### config.mk
export PLATFORM = sky130hd
export DESIGN_NAME = stepwave_gate_gen
export DESIGN_NICKNAME = d
export VERILOG_FILES = /design/src/rtl/stepgate_pkg.sv /design/src/rtl/stepgate_ref_src.sv /design/src/rtl/stepgate_quant.sv /design/src/rtl/stepgate_guard.sv /design/src/rtl/stepwave_gate_gen.sv
export SDC_FILE = /design/constraint.sdc
export NUM_CORES = 1
export LEC_CHECK = 0
export CORE_UTILIZATION = 24
export DETAILED_ROUTE_END_ITERATION = 6
export DONT_BUFFER_PORTS = 1
export GPL_TIMING_DRIVEN = 0
export MAX_ROUTING_LAYER = met4
export SLEW_MARGIN = 30
export SYNTH_ARGS = -nofsm -noshare
export SYNTH_HDL_FRONTEND = slang
export SYNTH_SLANG_ARGS = --single-unit
export TNS_END_PERCENT = 20
### constraint.sdc
create_clock -name clk -period 6.5 [get_ports clk]
set_input_delay 0.975 -clock clk [delete_from_list [all_inputs] [get_ports clk]]
set_output_delay 0.975 -clock clk [all_outputs]
set_load 0.02 [all_outputs]
### src/rtl/stepgate_pkg.sv
package stepgate_pkg;

    // Decision taken by the bridge guard on each cycle
    typedef enum logic [1:0] {
        GA_HOLD   = 2'd0,
        GA_BLANK  = 2'd1,
        GA_COMMIT = 2'd2
    } guard_act_e;

    // Full-bridge diagonal pair drive
    typedef struct packed {
        logic pos;
        logic neg;
    } legs_t;

    localparam legs_t LEGS_OFF = '{pos: 1'b0, neg: 1'b0};

    // Rational half-sine approximation: 16k(D-k) / (5D^2 - 4k(D-k)), scaled by amax
    function automatic int unsigned half_sine_amp(int unsigned k, int unsigned depth,
                                                  int unsigned amax);
        longint prod;
        longint num;
        longint den;
        prod = longint'(k) * (longint'(depth) - longint'(k));
        num  = 64'sd16 * prod;
        den  = 64'sd5 * longint'(depth) * longint'(depth) - 64'sd4 * prod;
        return int'((longint'(amax) * num) / den);
    endfunction

endpackage

### src/rtl/stepgate_ref_src.sv
module stepgate_ref_src #(
    parameter int SAMPLE_W  = 10,
    parameter int TBL_DEPTH = 32
) (
    input  logic                clk,
    input  logic                rst,
    input  logic                strobe,
    input  logic                use_table,
    input  logic [SAMPLE_W-1:0] smp_data,
    output logic [SAMPLE_W-2:0] ref_mag,
    output logic                ref_neg
);
    localparam int          MAG_W    = SAMPLE_W - 1;
    localparam int          IDX_W    = (TBL_DEPTH > 1) ? $clog2(TBL_DEPTH) : 1;
    localparam int unsigned AMAX     = (1 << MAG_W) - 1;
    localparam logic [IDX_W-1:0] IDX_LAST = IDX_W'(TBL_DEPTH - 1);

    // Half-cycle sine table, computed at elaboration
    logic [MAG_W-1:0] sine_rom [TBL_DEPTH];

    for (genvar g = 0; g < TBL_DEPTH; g++) begin : g_rom
        localparam int unsigned AMP = stepgate_pkg::half_sine_amp(g, TBL_DEPTH, AMAX);
        assign sine_rom[g] = MAG_W'(AMP);
    end

    // Phase position and half-cycle flag
    logic [IDX_W-1:0] idx_q;
    logic             half_q;

    always_ff @(posedge clk) begin
        if (rst) begin
            idx_q  <= '0;
            half_q <= 1'b0;
        end else if (strobe && use_table) begin
            if (idx_q == IDX_LAST) begin
                idx_q  <= '0;
                half_q <= ~half_q;
            end else begin
                idx_q <= idx_q + IDX_W'(1);
            end
        end
    end

    // External path: absolute value with saturation of the most negative code
    logic [SAMPLE_W-1:0] ext_abs;
    logic [MAG_W-1:0]    ext_mag;

    always_comb begin
        if (smp_data[SAMPLE_W-1]) begin
            ext_abs = ~smp_data + SAMPLE_W'(1);
        end else begin
            ext_abs = smp_data;
        end
        if (ext_abs > SAMPLE_W'(AMAX)) begin
            ext_mag = MAG_W'(AMAX);
        end else begin
            ext_mag = ext_abs[MAG_W-1:0];
        end
    end

    always_comb begin
        if (use_table) begin
            ref_mag = sine_rom[idx_q];
            ref_neg = half_q;
        end else begin
            ref_mag = ext_mag;
            ref_neg = smp_data[SAMPLE_W-1];
        end
    end

endmodule

### src/rtl/stepgate_quant.sv
module stepgate_quant #(
    parameter int MAG_W    = 9,
    parameter int MAG_BITS = 4,
    parameter int MI_W     = 9
) (
    input  logic [MAG_W-1:0]    ref_mag,
    input  logic                ref_neg,
    input  logic [MI_W-1:0]     mod_index,
    output logic [MAG_BITS-1:0] code,
    output logic                lvl_neg
);
    localparam int              PROD_W   = MAG_W + MI_W;
    localparam logic [MI_W-1:0] MI_UNITY = MI_W'(1 << (MI_W - 1));

    logic [MI_W-1:0]   mi_eff;
    logic [PROD_W-1:0] prod;
    logic [MAG_W-1:0]  scaled;

    always_comb begin
        // Indices above unity are clipped so the magnitude never exceeds full scale
        mi_eff = (mod_index > MI_UNITY) ? MI_UNITY : mod_index;
        prod   = PROD_W'(ref_mag) * PROD_W'(mi_eff);
        scaled = prod[MI_W-1 +: MAG_W];
        // Keep the top bits: truncation toward zero
        code    = scaled[MAG_W-1 -: MAG_BITS];
        lvl_neg = ref_neg && (code != '0);
    end

endmodule

### src/rtl/stepgate_guard.sv
module stepgate_guard #(
    parameter int MAG_BITS = 4
) (
    input  logic                clk,
    input  logic                rst,
    input  logic                strobe,
    input  logic [MAG_BITS-1:0] code,
    input  logic                tgt_neg,
    output logic [MAG_BITS-1:0] cell_gate,
    output logic                leg_pos,
    output logic                leg_neg
);
    import stepgate_pkg::*;

    guard_act_e act;
    legs_t      legs_q;
    legs_t      legs_d;
    logic       live_q;
    logic       blank_q;
    logic       pol_neg_q;

    always_comb begin
        if (!strobe) begin
            act = GA_HOLD;
        end else if (live_q && !blank_q && (tgt_neg != pol_neg_q)) begin
            act = GA_BLANK;
        end else begin
            act = GA_COMMIT;
        end
    end

    always_comb begin
        case (act)
            GA_BLANK:  legs_d = LEGS_OFF;
            GA_COMMIT: legs_d = '{pos: ~tgt_neg, neg: tgt_neg};
            default:   legs_d = legs_q;
        endcase
    end

    always_ff @(posedge clk) begin
        if (rst) begin
            legs_q    <= LEGS_OFF;
            live_q    <= 1'b0;
            blank_q   <= 1'b0;
            pol_neg_q <= 1'b0;
        end else begin
            legs_q <= legs_d;
            case (act)
                GA_BLANK: begin
                    blank_q <= 1'b1;
                end
                GA_COMMIT: begin
                    blank_q   <= 1'b0;
                    pol_neg_q <= tgt_neg;
                    live_q    <= 1'b1;
                end
                default: begin
                end
            endcase
        end
    end

    // One register per half-bridge cell
    for (genvar c = 0; c < MAG_BITS; c++) begin : g_cell
        logic cell_q;
        always_ff @(posedge clk) begin
            if (rst) begin
                cell_q <= 1'b0;
            end else if (act == GA_BLANK) begin
                cell_q <= 1'b0;
            end else if (act == GA_COMMIT) begin
                cell_q <= code[c];
            end
        end
        assign cell_gate[c] = cell_q;
    end

    assign leg_pos = legs_q.pos;
    assign leg_neg = legs_q.neg;

endmodule

### src/rtl/stepwave_gate_gen.sv
module stepwave_gate_gen #(
    parameter int MAG_BITS  = 4,
    parameter int SAMPLE_W  = 10,
    parameter int TBL_DEPTH = 32,
    parameter int MI_W      = 9
) (
    input  logic                clk,
    input  logic                rst,
    input  logic                smp_valid,
    input  logic                use_table,
    input  logic [SAMPLE_W-1:0] smp_data,
    input  logic [MI_W-1:0]     mod_index,
    output logic [MAG_BITS-1:0] cell_gate,
    output logic                leg_pos,
    output logic                leg_neg
);
    localparam int MAG_W = SAMPLE_W - 1;

    logic [MAG_W-1:0]    ref_mag;
    logic                ref_neg;
    logic [MAG_BITS-1:0] code;
    logic                lvl_neg;

    stepgate_ref_src #(
        .SAMPLE_W (SAMPLE_W),
        .TBL_DEPTH(TBL_DEPTH)
    ) src_i (
        .clk      (clk),
        .rst      (rst),
        .strobe   (smp_valid),
        .use_table(use_table),
        .smp_data (smp_data),
        .ref_mag  (ref_mag),
        .ref_neg  (ref_neg)
    );

    stepgate_quant #(
        .MAG_W   (MAG_W),
        .MAG_BITS(MAG_BITS),
        .MI_W    (MI_W)
    ) quant_i (
        .ref_mag  (ref_mag),
        .ref_neg  (ref_neg),
        .mod_index(mod_index),
        .code     (code),
        .lvl_neg  (lvl_neg)
    );

    stepgate_guard #(
        .MAG_BITS(MAG_BITS)
    ) guard_i (
        .clk      (clk),
        .rst      (rst),
        .strobe   (smp_valid),
        .code     (code),
        .tgt_neg  (lvl_neg),
        .cell_gate(cell_gate),
        .leg_pos  (leg_pos),
        .leg_neg  (leg_neg)
    );

endmodule

==> key figures, run 1 <==
Layout
  – Multi-input gate area: 0.00339 sq mm
  – Area growth from synthesis to layout: 17.3%
  – Final non-filler cell total: 716
  – Commonest non-fill, non-tap cell in the layout: inv_1
  – Seq. cell area: 303 sq um
  – Ant. Diodes: 0
  – Share of post-route cells with drive strength above 1: 0.168
  – Layout Nets: 614
  – Final design instance area without fill: 0.00457 sq mm
  – Most frequent cells in the layout: inv_1 (75), nor2_1 (51), nand2_1 (49), fa_1 (48), ha_1 (39)
  – Filler cell count: 1764

STA
  – F_max: 159 MHz
  – RSZ-0062 raised after global routing: true
  – Hold Fails Final Rpt: 0
  – Final Skew: 1.21 ps
  – Rel. slew slack: 0.637
  – Tcrit/Tclk final: 0.969
  – Setup WS post-layout: 199 ps
  – Setup TNS: 0 ps
  – Max-slew violations: 0
  – Setup violators final: 0
  – Clock period minus final worst setup slack: 6300 ps
  – Least-Margin Pin Slew: 544 ps

Clocking
  – H-tree levels: 1
  – CTS tree: yes
  – Hold-fix buffers, CTS: 0
  – CTS sink count: 15
  – Clk slew on worst S/H paths: 40 ps
  – Total CTS buffers: 3
  – Clock buffer depth: 2
  – Clk root buf: clkbuf_16
  – Clock latency at the later pin of the worst-skew pair: 240 ps

Power and ir drop
  – Maximum vdd drop: 118 uV
  – Clock share of power: 0.204
  – Leakage power figure: 0.00208 uW
  – Switching Share: 0.421
  – Combinational power share: 0.613
  – Part of the power in registers: 0.183
  – Switching Power: 238 uW
  – Pwr dens: 124 mW/mm^2
  – Internal power: 328 uW

Place
  – Area post-placement: 0.00417 sq mm
  – GP Congestion: 0.855
  – DP HPWL: 7830 microns
  – Post-place setup slack: -978 ps
  – PortBufs: 0
  – Placed Cells: 702

Floorplanning
  – Core Region: 0.0159 sq mm
  – Site Rows: 46
  – Top Ports: 29
  – Chip width: 129 microns
  – Die H: 129 microns
  – Die ar.: 0.0167 sq mm
  – Initial Utilization: 0.245

Yosys
  – Cell area after synthesis: 0.00389 sq mm
  – Ys flop type: dfxtp_1
  – Yosys warns: 0
  – Post-synth EDFFs: 0
  – Synth Register Bits: 15
  – Async S/R FF share, synth: 0
  – Cells after Synth: 486
  – Syn_nets: 599
  – Register area share after synthesis: 0.0771
  – Distinct cells, synth: 69
  – Syn avg cell area: 8.01 sq um

Drt
  – DRT iter0 DRCs: 272
  – Drt drc: 0
  – Vias post-DR: 3313
  – Antenna viol nets, final: 0
  – Vias per Instance: 4.63
  – DR pass1 iterations: 4
  – WL final: 9630 microns
  – DR WL/cell: 13.4 microns

Run status
  – Status: finished, final reports clean

Critical path
  – Worst Path Required: 6640 ps
  – Crit path DAT: 6440 ps
  – Critical-path cell list: or4_4 > o311a_4 > o31ai_4 > nor2_2 > fa_1 > fa_1 > fa_1 > inv_1 > fa_1 > inv_1 > ha_1 > and3_1 > a221oi_2 > o21ai_2 > a31o_2 > nor3_1 > a31o_1 > a21oi_4 > xnor2_1 > o41ai_2
  – Critical path's slowest cell: fa_1
  – Critical Path Source Type: input port
  – Crit Path Category: in2reg
  – R2R setup slack: 240 ps
  – Crit end category: flip-flop
  – CP dominant cell by count: fa_1
  – Worst Path Max Fanout: 5
  – Max incr delay on CP: 550 ps

Min path
  – Min-delay worst type: reg2reg

Global routing
  – First-pass GRT wire length: 16400 microns
  – Initial antenna violation count: 0
  – All-Layer GR Usage: 0.125
  – GR Overflow Total: 0
  – Largest net degree at the start of global routing: 11
  – Vias in the first global route: 3367

Job
  – Max Cap Viol: 0
## repair_timing
| action | 4_1_cts | 5_1_grt |
|---|---|---|
| gates resized for setup | 23 | 39 |
| pin swaps | 4 | 17 |
| setup buffers | 5 | 8 |
| cloned | 0 | 0 |
| hold endpoints to repair | 0 | 0 |
| endpoints found under the setup margin | 8 | 7 |
## synthesized netlist by cell type, types with 2 or more instances
cell      number  area share
inv_1         76       0.073
nor2_1        53       0.051
nand2_1       50       0.048
fa_1          48        0.25
ha_1          42        0.13
a21oi_1       23       0.030
dfxtp_1       15       0.077
o21ai_0       13       0.017
nand3_1       12       0.015
clkbuf_1      11       0.011
nor2b_1       11       0.018
and2_1         9       0.014
xnor2_1        8       0.018
a22oi_1        7       0.013
nand2b_1       7       0.011
nor3_1         7      0.0090
xor2_1         7       0.016
mux2i_1        6       0.015
o211ai_1       5      0.0096
a21o_1         4      0.0077
buf_4          4      0.0077
a211oi_1       3      0.0058
a22o_1         3      0.0067
nand4_1        3      0.0048
o31ai_1        3      0.0058
or2_2          3      0.0048
a211o_1        2      0.0045
a31o_2         2      0.0045
a31oi_1        2      0.0032
buf_6          2      0.0058
clkbuf_8       2      0.0071
clkinv_1       2      0.0019
mux2_2         2      0.0058
nor4_1         2      0.0032
o32ai_1        2      0.0045
or3_1          2      0.0032
## metal layers
metal  wire length, microns  global-route usage
met3                    567              0.0116
met5                      0                   -
met4                    144              0.0360
met2                   4540               0.197
met1                   4380               0.170
## stage by stage
| step | total power (uW) | hold WS [ps] | utilization |
|---|---|---|---|
| after floorplan | 354 | 443 | - |
| after global placement | 417 | 462 | 0.263 |
| after detailed placement | 421 | 470 | 0.263 |
| after CTS | 557 | 482 | 0.275 |
| after global routing | 631 | 526 | 0.288 |
| final | 566 | 480 | 0.288 |
## worst max-delay path: cells and delay by family
family / cells / cell delay (ps)
AO/OA/AOI/OAI: 8 / 1920
AND/OR/NAND/NOR: 4 / 960
adder cells (fa/ha/maj): 5 / 2300
buffers and inverters: 2 / 90
XOR/XNOR: 1 / 150
## path summary, 6_finish.rpt
kind,endpoint,from,depth (start not counted)
max reg2reg,guard_i.blank_q,src_i.idx_q[0],24
min,guard_i.live_q,guard_i.live_q,2
min reg2reg,guard_i.live_q,guard_i.live_q,2
max,guard_i.blank_q,smp_data[4],20
## registers in the layout, summed over array words and instances (netlist names)
name,count
guard_i.g_cell.cell_q,4
src_i.idx_q,5
guard_i.live_q,1
guard_i.leg_neg,1
guard_i.leg_pos,1
guard_i.blank_q,1
src_i.half_q,1
guard_i.pol_neg_q,1
## cell families after synthesis
family / Yosys count / synth area share
AND/OR/NAND/NOR: 167 / 0.200
buffers and inverters: 99 / 0.109
AO/OA/AOI/OAI: 91 / 0.172
adder cells (fa/ha/maj): 90 / 0.382
XOR/XNOR: 15 / 0.0337
flip-flops: 15 / 0.0771
multiplexers: 9 / 0.0270
## power by group through the flow
| stage | logic, uW | clock network [uW] | registers [uW] |
|---|---|---|---|
| 4_1_cts | 335 | 119 | 103 |
| 3_3_place_gp | 312 | 0 | 105 |
| 5_1_grt | 401 | 126 | 104 |
| 3_5_place_dp | 316 | 0 | 105 |
| 6_report | 347 | 116 | 103 |
| 2_1_floorplan | 250 | 0 | 104 |
## cell type report
cell class,instances,area share
multi-input cells,372,0.742
flip-flops and latches,15,0.0663
inverters,78,0.0641
well taps,216,0.0592
plain buffers,18,0.0299
repair buffers,13,0.0214
clock buffers,4,0.0173
(Power assumes the default switching activity.)
==> run 2: changes to the inputs <==
--- a/config.mk
+++ b/config.mk
@@ -10,8 +10,9 @@
 export DONT_BUFFER_PORTS = 1
 export GPL_TIMING_DRIVEN = 0
 export MAX_ROUTING_LAYER = met4
-export SLEW_MARGIN = 30
+export SLEW_MARGIN = 25
 export SYNTH_ARGS = -nofsm -noshare
 export SYNTH_HDL_FRONTEND = slang
+export SYNTH_HIERARCHICAL = 1
 export SYNTH_SLANG_ARGS = --single-unit
 export TNS_END_PERCENT = 20
==> run 2 against run 1 <==
Net effect: the run now ends with negative setup slack left; largest cell class unchanged; global-route usage is 0.65 points lower; utilization is 1.3 points higher; power is 15% higher; via count is 1.0% lower.
==> key figures, run 2 <==
Job
  – Max Cap Viol: 0 (unchanged)

Global routing
  – All-Layer GR Usage: 0.119 (-0.00653)
  – Largest net degree at the start of global routing: 14 (+3)
  – First-pass GRT wire length: 15900 microns (-2.9%)
  – Initial antenna violation count: 0 (unchanged)
  – Vias in the first global route: 3271 (-2.9%)
  – GR Overflow Total: 0 (unchanged)

Clocking
  – Clk root buf: clkbuf_16
  – Clk slew on worst S/H paths: 50 ps (about the same)
  – Clock buffer depth: 2 (unchanged)
  – Total CTS buffers: 3 (unchanged)
  – H-tree levels: 1 (unchanged)
  – CTS sink count: 15 (unchanged)
  – CTS tree: yes
  – Clock latency at the later pin of the worst-skew pair: 240 ps (about the same)

STA
  – Setup WS post-layout: -93.1 ps (-292 ps)
  – Final Skew: 3.86 ps (+2.65 ps)
  – Max-slew violations: 0 (unchanged)
  – Tcrit/Tclk final: 1.01 (+0.0450)
  – Hold Fails Final Rpt: 0 (unchanged)
  – Hold WS: 486 ps (+5.70 ps)
  – Setup violators final: 4 (+4)
  – Least-Margin Pin Slew: 817 ps (+273 ps)
  – Rel. slew slack: 0.454 (-0.182)
  – Clock period minus final worst setup slack: 6590 ps (+292 ps)
  – RSZ-0062 raised after global routing: true
  – F_max: 152 MHz (-4.4%)

Layout
  – Final design instance area without fill: 0.00478 sq mm (+4.6%)
  – Layout Nets: 616 (+0.33%)
  – Biggest register: src_i/idx_q
  – Area growth from synthesis to layout: 22.1%
  – Commonest non-fill, non-tap cell in the layout: inv_1
  – Max FFs per register: 5 (unchanged)
  – Final design utilization: 0.301 (+0.0132)
  – Ant. Diodes: 0 (unchanged)
  – Most frequent cells in the layout: inv_1 (62), nand2_1 (55), fa_1 (47), and2_1 (35), ha_1 (34)
  – Final non-filler cell total: 718 (+0.28%)
  – Share of post-route cells with drive strength above 1: 0.211 (+0.0432)
  – Largest regs: src_i/idx_q: 5 flops, guard_i/g_cell.cell_q: 4 flops

Critical path
  – Worst Path Max Fanout: 7 (+2)
  – Crit end category: flip-flop
  – Crit path DAT: 6780 ps (+340 ps)
  – Worst Path Required: 6690 ps (+50 ps)
  – Critical Path Source Type: input port
  – Crit Path Category: in2reg

Place
  – Placed Cells: 697 (-0.71%)
  – Area post-placement: 0.00438 sq mm (+5.0%)
  – GP Congestion: 0.876 (+2.5%)
  – DP HPWL: 7360 microns (-6.0%)
  – PortBufs: 0 (unchanged)

Yosys
  – Register area share after synthesis: 0.0767 (-0.000394)
  – Distinct cells, synth: 65 (-5.8%)
  – Area share of the largest cell type after synthesis: 0.245 (-0.00126)
  – Syn avg cell area: 8.14 sq um (+1.6%)
  – Ys flop type: dfxtp_1
  – Synth area leaders: fa_1 (25%), ha_1 (13%), dfxtp_1 (7.7%)
  – Commonest cells in the netlist: inv_1 (72), nand2_1 (59), fa_1 (48)
  – Yosys warns: 6 (+6)
  – Cells after Synth: 481 (-1.0%)
  – Synth area leader: fa_1
  – Cell area after synthesis: 0.00392 sq mm (+0.51%)
  – Syn_nets: 594 (-0.83%)
  – Synth Register Bits: 15 (unchanged)
  – Cell with the most instances after synthesis: inv_1
  – Post-synth EDFFs: 0 (unchanged)
  – Async S/R FF share, synth: 0 (unchanged)

Power and ir drop
  – Switching Share: 0.425 (+0.00420)
  – Switching Power: 277 uW (+16%)
  – Combinational power share: 0.660 (+0.047)
  – Leakage power figure: 0.00214 uW (+2.6%)
  – Internal power: 374 uW (+14%)
  – Part of the power in registers: 0.159 (-0.024)
  – Clock share of power: 0.181 (-0.023)
  – Maximum vdd drop: 128 uV (+8.5%)
  – Pwr dens: 136 mW/mm^2 (+10%)

Floorplanning
  – Chip width: 130 microns (+0.25%)
  – Initial Utilization: 0.246 (+0.00126)
  – Core Region: 0.0159 sq mm (unchanged)
  – Site Rows: 46 (unchanged)
  – Top Ports: 29 (unchanged)
  – Die ar.: 0.0168 sq mm (+0.50%)
  – Die H: 130 microns (+0.25%)

Drt
  – Antenna viol nets, final: 0 (unchanged)
  – DR pass1 iterations: 4 (unchanged)
  – WL final: 9060 microns (-5.9%)
  – DR WL/cell: 12.6 microns (-6.1%)
  – Vias post-DR: 3280 (-1.0%)
  – DRT iter0 DRCs: 217 (-20%)
  – Vias per Instance: 4.57 (-1.3%)
  – Drt drc: 0 (unchanged)

Run status
  – Status: finished, violations left
  – Failing checks: negative setup slack

Min path
  – Min-delay worst type: reg2reg
run 2: worst max-delay path, stage by stage:
cell	delay, ps
or4_4	560
nor3_4	270
a21oi_4	130
a22oi_2	240
buf_6	160
and2_4	140
fa_1	430
fa_1	510
fa_1	490
inv_1	50
fa_1	540
inv_2	50
ha_4	280
a21oi_4	60
o21ai_4	190
o21ai_2	90
o21ba_2	240
o211a_1	240
o41a_1	470
xor2_2	170
a211oi_2	300
a22o_1	180
run 2: power by group through the flow:
stage	Combinational (uW)	Sequential, uW	Clock [uW]
2_1_floorplan	312	104	0
3_3_place_gp	385	105	0
3_5_place_dp	386	105	0
4_1_cts	423	103	120
5_1_grt	487	104	125
6_report	430	104	118
run 2: area by class of cell:
class / instances / area [sq um]
multi-input cells: 373 / 3580
repair buffers: 17 / 128
flip-flops and latches: 15 / 302
fillers: 1712 / 11100
clock buffers: 3 / 75.1
plain buffers: 19 / 121
inverters: 74 / 297
clock inverters: 1 / 5.00
well taps: 216 / 270
run 2: metrics by stage:
stage | setup slack [ps] | power (uW) | setup TNS (ps)
floorplan | 0.432 | 416 | 0
global placement | -663 | 490 | -3930
detailed placement | -618 | 491 | -3680
CTS | -128 | 646 | -485
global route | -302 | 716 | -1500
finish | -93.1 | 651 | -348
run 2: final timing paths:
path	from	endpoint	slack (ps)	depth (start not counted)
min reg2reg	guard_i/g_cell[3].cell_q	guard_i/g_cell[3].cell_q	490	1
min	guard_i/g_cell[3].cell_q	guard_i/g_cell[3].cell_q	490	1
max reg2reg	src_i/idx_q[0]	guard_i/g_cell[3].cell_q	20	25
max	smp_data[0]	guard_i/g_cell[3].cell_q	-90	22
run 2: timing repair:
action                                  in CTS  in global routing
resized for setup                           31                 13
endpoints found under the setup margin       7                  8
pin swaps                                   24                 30
hold buffers                                 0                  0
setup buffers                               14                  3
run 2: kinds of logic after synthesis:
logic type | Yosys count | share of synthesized area
AOI/OAI and AO/OA | 88 | 0.156
xor gates and xnor gates | 13 | 0.0291
adders and majority gates | 90 | 0.380
DFF | 15 | 0.0767
and+or+nand+nor | 176 | 0.238
muxes | 6 | 0.0252
buffers and inverters | 93 | 0.0952
run 2: metal layers:
metal / part of all wire / vias to the layer above / track usage
met3: 0.034 / 4 / 0.00615
met2: 0.49 / 65 / 0.204
met5: 0 / - / -
met4: 0.0030 / 0 / 0.0130
met1: 0.47 / 1571 / 0.158
li1: - / 1640 / -
==> run 3: changes to the inputs <==
--- a/config.mk
+++ b/config.mk
@@ -5,6 +5,7 @@
 export SDC_FILE = /design/constraint.sdc
 export NUM_CORES = 1
 export LEC_CHECK = 0
+export CORE_MARGIN = 2
 export CORE_UTILIZATION = 24
 export DETAILED_ROUTE_END_ITERATION = 6
 export DONT_BUFFER_PORTS = 1
==> run 3 against run 2 <==
Net effect: the flow still finishes with violations (negative setup slack); non-clock buffer count is 4 lower; cell area barely moved; global-route usage decreased by 0.072 points; utilization down 0.13 points; critical path depth grew 2; setup slack better by 73 ps; sequential share of layout area hardly changed; sequential cell count unchanged; cell count shrank 0.56%; clock skew increased by 0.57 ps; worst hold slack got worse by 30 ps; highest routed layer unchanged.
==> key figures, run 3 (synthesized netlist as in run 2, its figures left out) <==
Layout
  – Filler cell count: 1695 (-0.99%)
  – Share of post-route cells with drive strength above 1: 0.205 (-0.00634)
  – Largest regs: src_i/idx_q: 5 flops, guard_i/g_cell.cell_q: 4 flops
  – Most frequent cells in the layout: inv_1 (63), nand2_1 (55), fa_1 (47), and2_1 (35), ha_1 (34)
  – Ant. Diodes: 0 (unchanged)
  – Layout Nets: 612 (-0.65%)
  – Area growth from synthesis to layout: 22.0% (about the same)
  – Biggest register: src_i/idx_q
  – Max FFs per register: 5 (unchanged)
  – Final design utilization: 0.299 (-0.00132)
  – Commonest non-fill, non-tap cell in the layout: inv_1

Place
  – Post-place setup slack: -692 ps (-73.7 ps)
  – DP HPWL: 7520 microns (+2.2%)
  – PortBufs: 0 (unchanged)
  – GP Congestion: 0.851 (-2.9%)

Run status
  – Failing checks: negative setup slack
  – Status: finished, violations left

Floorplanning
  – Die H: 132 microns (+1.5%)
  – Top Ports: 29 (unchanged)
  – Site Rows: 46 (unchanged)
  – Core Region: 0.0159 sq mm (+0.36%)
  – Die ar.: 0.0174 sq mm (+3.1%)
  – Initial Utilization: 0.246 (-0.000890)
  – Chip width: 132 microns (+1.5%)

STA
  – Final Skew: 4.43 ps (+0.569 ps)
  – Rel. slew slack: 0.457 (+0.00245)
  – Setup WS post-layout: -20.2 ps (+72.9 ps)
  – Max-slew violations: 0 (unchanged)
  – Tcrit/Tclk final: 1.00 (-0.0112)
  – Hold Fails Final Rpt: 0 (unchanged)
  – Clock period minus final worst setup slack: 6520 ps (-72.9 ps)
  – Least-Margin Pin Slew: 813 ps (-3.67 ps)
  – Hold WS: 456 ps (-30.1 ps)
  – F_max: 153 MHz (+1.1%)
  – Setup TNS: -58.4 ps (+289 ps)
  – RSZ-0062 raised after global routing: true
  – Setup violators final: 4 (unchanged)

Clocking
  – Clock latency at the later pin of the worst-skew pair: 240 ps (about the same)
  – Clock buffer depth: 2 (unchanged)
  – Clk root buf: clkbuf_16
  – Clk slew on worst S/H paths: 50 ps (about the same)
  – H-tree levels: 1 (unchanged)
  – CTS sink count: 15 (unchanged)
  – Total CTS buffers: 3 (unchanged)
  – Hold-fix buffers, CTS: 0 (unchanged)
  – CTS tree: yes

Critical path
  – Critical Path Source Type: input port
  – Crit end category: flip-flop
  – Crit Path Category: in2reg
  – Worst Path Required: 6680 ps (about the same)
  – Crit path DAT: 6700 ps (-80 ps)
  – Worst Path Max Fanout: 5 (-2)

Global routing
  – Initial antenna violation count: 0 (unchanged)
  – GR Overflow Total: 0 (unchanged)
  – Largest net degree at the start of global routing: 14 (unchanged)
  – First-pass GRT wire length: 16900 microns (+6.6%)
  – Vias in the first global route: 3385 (+3.5%)
  – All-Layer GR Usage: 0.118 (-0.000718)

Drt
  – DR WL/cell: 13.0 microns (+3.2%)
  – DR pass1 iterations: 4 (unchanged)
  – DRT iter0 DRCs: 174 (-20%)
  – Antenna viol nets, final: 0 (unchanged)
  – Vias post-DR: 3302 (+0.67%)
  – WL final: 9300 microns (+2.7%)
  – Vias per Instance: 4.62 (+1.2%)
  – Drt drc: 0 (unchanged)

Power and ir drop
  – Switching Share: 0.431 (+0.00605)
  – Combinational power share: 0.661 (about the same)
  – Part of the power in registers: 0.158 (about the same)
  – Pwr dens: 137 mW/mm^2 (+0.51%)
  – Internal power: 372 uW (-0.63%)
  – Clock share of power: 0.181 (about the same)
  – Maximum vdd drop: 150 uV (+17%)
  – Design Power: 654 uW (+0.43%)
  – Leakage power figure: 0.00213 uW (-0.63%)
  – Switching Power: 282 uW (+1.9%)

Job
  – Max Cap Viol: 0 (unchanged)

Min path
  – Min-delay worst type: reg2reg
[run 3: path summary, 6_finish.rpt]
| path | depth (start not counted) | endpoint | slack, ps | startpoint |
|---|---|---|---|---|
| hold reg to reg | 2 | guard_i/blank_q | 460 | guard_i/blank_q |
| hold / removal | 2 | guard_i/blank_q | 460 | guard_i/blank_q |
| setup reg to reg | 27 | guard_i/g_cell[3].cell_q | 120 | src_i/idx_q[0] |
| setup / recovery | 24 | guard_i/g_cell[3].cell_q | -20 | smp_data[3] |
[run 3: stage by stage]
stage	instances	area, sq um
after global placement	697	4370
after detailed placement	697	4380
after floorplan	481	4100
after global routing	714	4770
final	714	4770
after CTS	712	4680
[run 3: repair_timing]
item,CTS,global route
pin swaps,29,20
gates cloned,1,0
gates resized for setup,29,16
endpoints found under the setup margin,7,8
buffers inserted,10,2
[run 3: critical path: stages]
cell      delay [ps]
or4_4            550
nor3_4           250
a21oi_4          120
buf_4            160
a32oi_4          220
nand2_1          130
fa_1             520
fa_1             520
inv_1             60
fa_1             540
inv_1             60
fa_1             500
inv_2             50
ha_4             160
a21oi_4          130
o21ai_4           90
buf_4            140
a221oi_4         250
o41ai_2          120
xnor2_1          150
o41a_1           370
xor2_2           190
a211oi_4         260
a22o_1           170
[run 3: layout make-up]
| class | count | area (sq um) | share of cell area |
|---|---|---|---|
| sequential | 15 | 303 | 0.0634 |
| clock buffer | 3 | 75.1 | 0.0157 |
| tap | 216 | 270 | 0.0566 |
| clock inverter | 1 | 5.00 | 0.00105 |
| multi-input combinational | 373 | 3600 | 0.754 |
| buffer | 19 | 121 | 0.0254 |
| timing repair buffer | 13 | 118 | 0.0246 |
| inverter | 74 | 280 | 0.0587 |
[run 3: power groups by stage]
| stage | clock [uW] | sequential (uW) | combinational [uW] |
|---|---|---|---|
| after floorplan | 0 | 104 | 312 |
| after global placement | 0 | 105 | 385 |
| after detailed placement | 0 | 105 | 389 |
| after CTS | 120 | 103 | 423 |
| after global routing | 125 | 105 | 494 |
| final | 118 | 104 | 432 |
[run 3: per-layer routing]
layer | global-route usage | wire, microns
met1 | 0.163 | 4410
met3 | 0.00849 | 267
met2 | 0.194 | 4540
met5 | - | 0
met4 | 0.0175 | 90
